--- src/rtl/clkdiv_pkg.sv ---
`timescale 1ns/1ps
package clkdiv_pkg;

    localparam int CODE_W   = 3;
    localparam int CODE_N   = 1 << CODE_W;
    // longest output period, in input half-periods
    localparam int HALF_MAX = 3 << ((CODE_N - 2) / 2);
    // room for phase + 2 before wrap
    localparam int HALF_W   = $clog2(HALF_MAX + 2) + 1;

    typedef enum logic [1:0] {
        SEQ_INIT = 2'd0,
        SEQ_LEAD = 2'd1,
        SEQ_RUN  = 2'd2
    } seq_state_t;

    // Even codes give powers of two; odd codes give three times a power of two
    function automatic logic [HALF_W-1:0] half_for_code(input logic [CODE_W-1:0] code);
        if (code[0])
            half_for_code = HALF_W'(3) << ((code - 1'b1) >> 1);
        else
            half_for_code = HALF_W'(2) << (code >> 1);
    endfunction

endpackage

--- src/rtl/clkdiv_ratio_dec.sv ---
`timescale 1ns/1ps
module clkdiv_ratio_dec
    import clkdiv_pkg::*;
(
    input  logic [CODE_W-1:0] code,
    output logic [HALF_W-1:0] half_len,
    output logic [HALF_W-1:0] high_len
);

    logic [HALF_W-1:0] len_tbl [CODE_N];

    for (genvar g = 0; g < CODE_N; g++) begin : g_len
        assign len_tbl[g] = half_for_code(CODE_W'(g));
    end

    assign half_len = len_tbl[code];
    // high phase: half the period, rounded up for odd half counts
    assign high_len = (half_len + 1'b1) >> 1;

endmodule

--- src/rtl/clkdiv_seq.sv ---
`timescale 1ns/1ps
module clkdiv_seq
    import clkdiv_pkg::*;
(
    input  logic              clk_in,
    input  logic              rst_n,
    input  logic [HALF_W-1:0] new_half,
    input  logic [HALF_W-1:0] new_high,
    output logic              tgl_now,
    output logic              tgl_next,
    output seq_state_t        state_o,
    output logic [HALF_W-1:0] phase_o,
    output logic [HALF_W-1:0] period_o
);

    seq_state_t        state_q, state_d;
    logic [HALF_W-1:0] ph_q, ph_d;
    logic [HALF_W-1:0] half_q, high_q;
    logic [HALF_W-1:0] half_e, high_e;
    logic [HALF_W-1:0] slot_n, ph_plus2;
    logic              load_now, wrap;
    logic              lead_p, lead_n;
    logic              lvl_p, lvl_n, last_q;

    // ratio in force for the two half-slots handled at this rising edge
    always_comb begin
        load_now = (state_q == SEQ_INIT) || ((state_q == SEQ_RUN) && (ph_q == '0));
        half_e   = load_now ? new_half : half_q;
        high_e   = load_now ? new_high : high_q;
        ph_plus2 = ph_q + HALF_W'(2);
        wrap     = (ph_plus2 >= half_e);
        ph_d     = wrap ? (ph_plus2 - half_e) : ph_plus2;
        slot_n   = ((ph_q + 1'b1) == half_e) ? '0 : (ph_q + 1'b1);
    end

    // next-state logic
    always_comb begin
        state_d = state_q;
        unique case (state_q)
            SEQ_INIT: state_d = wrap ? SEQ_RUN : SEQ_LEAD;
            SEQ_LEAD: state_d = wrap ? SEQ_RUN : SEQ_LEAD;
            SEQ_RUN:  state_d = SEQ_RUN;
            default:  state_d = SEQ_INIT;
        endcase
    end

    // state register
    always_ff @(posedge clk_in or negedge rst_n) begin
        if (!rst_n) begin
            state_q <= SEQ_INIT;
            ph_q    <= '0;
            half_q  <= HALF_W'(2);
            high_q  <= HALF_W'(1);
            last_q  <= 1'b0;
        end else begin
            state_q <= state_d;
            ph_q    <= ph_d;
            half_q  <= half_e;
            high_q  <= high_e;
            last_q  <= lvl_n;
        end
    end

    // output decisions: wanted level of each half-slot, turned into toggle requests
    always_comb begin
        lead_p   = (state_q != SEQ_RUN);
        lead_n   = lead_p && (slot_n != '0);
        lvl_p    = !lead_p && (ph_q < high_e);
        lvl_n    = !lead_n && (slot_n < high_e);
        tgl_now  = lvl_p ^ last_q;
        tgl_next = lvl_n ^ lvl_p;
    end

    assign state_o  = state_q;
    assign phase_o  = ph_q;
    assign period_o = half_q;

endmodule

--- src/rtl/clkdiv_edge_merge.sv ---
`timescale 1ns/1ps
module clkdiv_edge_merge (
    input  logic clk_in,
    input  logic rst_n,
    input  logic tgl_now,
    input  logic tgl_next,
    output logic clk_div
);

    logic rise_q, pend_q, fall_q;

    always_ff @(posedge clk_in or negedge rst_n) begin
        if (!rst_n) begin
            rise_q <= 1'b0;
            pend_q <= 1'b0;
        end else begin
            rise_q <= rise_q ^ tgl_now;
            pend_q <= tgl_next;
        end
    end

    always_ff @(negedge clk_in or negedge rst_n) begin
        if (!rst_n) fall_q <= 1'b0;
        else        fall_q <= fall_q ^ pend_q;
    end

    assign clk_div = rise_q ^ fall_q;

endmodule

--- src/rtl/frac_clk_div.sv ---
`timescale 1ns/1ps
module frac_clk_div
    import clkdiv_pkg::*;
(
    input  logic              clk_in,
    input  logic              rst_n,
    input  logic [CODE_W-1:0] ratio_sel,
    output logic              clk_div
);

    logic [HALF_W-1:0] sel_half, sel_high;
    logic              tgl_now, tgl_next;
    seq_state_t        seq_state;
    logic [HALF_W-1:0] seq_phase, seq_period;

    clkdiv_ratio_dec i_dec (
        .code     (ratio_sel),
        .half_len (sel_half),
        .high_len (sel_high)
    );

    clkdiv_seq i_seq (
        .clk_in   (clk_in),
        .rst_n    (rst_n),
        .new_half (sel_half),
        .new_high (sel_high),
        .tgl_now  (tgl_now),
        .tgl_next (tgl_next),
        .state_o  (seq_state),
        .phase_o  (seq_phase),
        .period_o (seq_period)
    );

    clkdiv_edge_merge i_merge (
        .clk_in   (clk_in),
        .rst_n    (rst_n),
        .tgl_now  (tgl_now),
        .tgl_next (tgl_next),
        .clk_div  (clk_div)
    );

endmodule

--- config.mk ---
export PLATFORM = sky130hd
export DESIGN_NAME = frac_clk_div
export DESIGN_NICKNAME = d
export VERILOG_FILES = /design/src/rtl/clkdiv_pkg.sv /design/src/rtl/clkdiv_ratio_dec.sv /design/src/rtl/clkdiv_seq.sv /design/src/rtl/clkdiv_edge_merge.sv /design/src/rtl/frac_clk_div.sv
export SDC_FILE = /design/constraint.sdc
export NUM_CORES = 1
export LEC_CHECK = 0
export ABC_AREA = 1
export ABC_CLOCK_PERIOD_IN_PS = 6600
export CELL_PAD_IN_SITES_DETAIL_PLACEMENT = 2
export CELL_PAD_IN_SITES_GLOBAL_PLACEMENT = 2
export CORE_ASPECT_RATIO = 1.1
export CORE_MARGIN = 1
export CORE_UTILIZATION = 39
export DETAILED_ROUTE_END_ITERATION = 7
export PLACE_DENSITY_LB_ADDON = 0.1
export SETUP_SLACK_MARGIN = 0.02
export SYNTH_ARGS = -nofsm -noshare
export SYNTH_HDL_FRONTEND = slang
export SYNTH_SLANG_ARGS = --single-unit
--- constraint.sdc ---
create_clock -name clk_in -period 6.6 [get_ports clk_in]
set_clock_uncertainty 0.2 [all_clocks]
set_input_delay 1.32 -clock clk_in [delete_from_list [all_inputs] [get_ports clk_in]]
set_output_delay 1.32 -clock clk_in [all_outputs]
set_load 0.03 [all_outputs]
==> impl_metrics.csv <==
group,metric,value,unit
floorplan,core,4410,µm²
critical_path,worstPathMaxFanout,2,
worst_hold_path,hp-class,"reg2reg",
sta,tns,0,ns
yosys,avgSynthCellArea,7.809,µm²
layout,nets,269,
routing,wl,4795,µm
clock_network,clkSinkCount,24,
floorplan,dieArea,5005,µm²
floorplan,die_x,67.55,µm
outcome,status,"complete, no violations",
floorplan,fp.dieH,74.10,µm
clock_network,cts_setup_buffers,0,
yosys,synth_cell_types,30,
layout,layout_common_cells,"inv_1, nand2_1, o21ai_0, dfrtp_1",
layout,layout_commonest_cell,"inv_1",
yosys,syn-num-nets,261,
routing,wire_per_inst,16.14,µm
global_route,grt_usage,21.86,%
layout,seq_area,603.1,µm²
layout,multi_input_area,1045,µm²
routing,post-route-drc-count,0,
critical_path,crit_arrival,4.86,ns
job,maxCapViolations,0,
global_route,grt_pass1_wl,8031,µm
yosys,synth-seq-cells,24,
place,hpwl,3993,µm
clock_network,clock_latency,0.28,ns
sta,slew_viol_final,0,
routing,ant_nets,0,
critical_path,worst_setup_path_start_kind,"flop",
sta,final-setup-viol-count,0,
routing,num_vias,1502,
floorplan,ios,6,
place,gp_congestion,0.7860,
clock_network,cts_buffer_depth,2,
yosys,synth_area,1843,µm²
sta,worst_pin_slew,0.4831,ns
clock_network,tritoncts,"done",
global_route,antenna_found_initial,0,
layout,syn2layout_area_growth,7.603,%
yosys,yosysSeqAreaShare,32.72,%
clock_network,numCtsBuffers,3,
layout,layout-drive-gt1-share,9.465,%
global_route,overflow,0,
layout,fillers,526,
critical_path,crit_type,"reg2out",
layout,fin_cells,297,
sta,finalHoldViolCount,0,
global_route,grt_max_degree,25,
clock_network,cts_resized,0,
layout,antenna_cells,0,
clock_network,ctsHtreeMaxLevel,1,
sta,rsz0062_at_grt,"false",
yosys,syn_inst,236,
sta,layout_setup_ws,0.2234,ns
floorplan,rows,25,
critical_path,required,5.08,ns
sta,slew_headroom,67.45,%
routing,vias_per_cell,5.057,
place,dp_slack,0.5182,ns
clock_network,root_buffer,"clkbuf_8",
clock_network,ctsHoldBuffers,0,
routing,drt_pass1_iterations,4,
critical_path,worstSetupEndpointType,"output pin",
yosys,yosysWarnings,0,
global_route,grt_pass1_vias,1663,
clock_network,clkSlewWorstSetupHoldPaths,0.06,ns
place,io_buffers,5,
routing,drt_iter0_markers,34,
floorplan,start_util,41.79,%
place,dp_cells,293,
-- sequential cells by signal (all words and copies together) (netlist names) --
name            count
i_merge.rise_q      1
i_merge.fall_q      1
i_seq.high_q        6
i_seq.phase_o       6
i_seq.last_q        1
i_merge.pend_q      1
i_seq.period_o      6
i_seq.state_o       2
-- logic make-up after synthesis --
group,after synthesis,synth area share (%)
DFF,24,32.72
and+or+nand+nor,100,26.88
AOI/OAI and AO/OA,32,9.572
muxes,1,0.5431
buffers and inverters,47,10.59
adders and majority gates,20,13.99
xor gates and xnor gates,12,5.703
-- metal layers --
layer / GRT usage (%) / wire (µm)
met1: 25.68 / 2186
met2: 41.25 / 2506
met3: 1.840 / 32
met4: 6.383 / 70
met5: 0 / 0
-- per-stage QoR --
stage	hold WS [ns]	area, µm²	utilization (%)
finish	0.2659	1983	44.96
detailed placement	0.2535	1938	43.94
floorplan	0.1993	1843	-
CTS	0.2608	1983	44.96
global placement	0.2258	1938	43.94
global route	0.2873	1983	44.96
-- worst paths after layout --
| kind | slack (ns) | startpoint | cells after the start | to |
|---|---|---|---|---|
| hold reg to reg | 0.27 | i_merge.fall_q | 1 | i_merge.fall_q |
| max in group asynchronous | 1.55 | rst_n | 2 | i_merge.fall_q |
| setup / recovery | 0.22 | i_merge.fall_q | 2 | clk_div |
| min in group asynchronous | 1.20 | rst_n | 2 | i_seq.high_q[1] |
| setup reg to reg | 2.40 | i_merge.pend_q | 1 | i_merge.fall_q |
| hold / removal | 0.27 | i_merge.fall_q | 1 | i_merge.fall_q |
-- synthesized netlist by cell type, drive strengths merged --
cell type,n,area (µm²)
xor2,9,78.83
nand4,3,18.77
dfrtn,1,25.02
nand3b,2,15.01
fa,1,20.02
xnor2,3,26.28
or2,1,6.260
o21ai,21,105.1
a211oi,2,15.01
nand3,20,132.6
dfstp,2,52.55
a21oi,5,25.02
dfrtp,21,525.5
nand2,51,216.5
a221oi,1,8.760
o21bai,2,15.01
buf,2,26.27
nor2,23,106.4
clkbuf,1,3.750
a21o,1,7.510
inv,44,165.2
ha,19,237.7
mux2i,1,10.01
-- critical path, stage by stage (launching register included) --
cell and delay [ns]:
dfrtn_1 0.44, xor2_1 0.15, clkdlybuf4s50_1 0.68
-- cell type report --
cell class / count / share of cell area, %
Sequential cell: 24 / 30.41
Clock buffer: 4 / 2.271
Multi-Input combinational cell: 165 / 52.68
Inverter: 44 / 8.328
Tap cell: 54 / 3.407
Timing Repair Buffer: 6 / 2.902
Power is not shown: default switching activity piles up to over one toggle a cycle in this logic, so the estimate is an artifact.
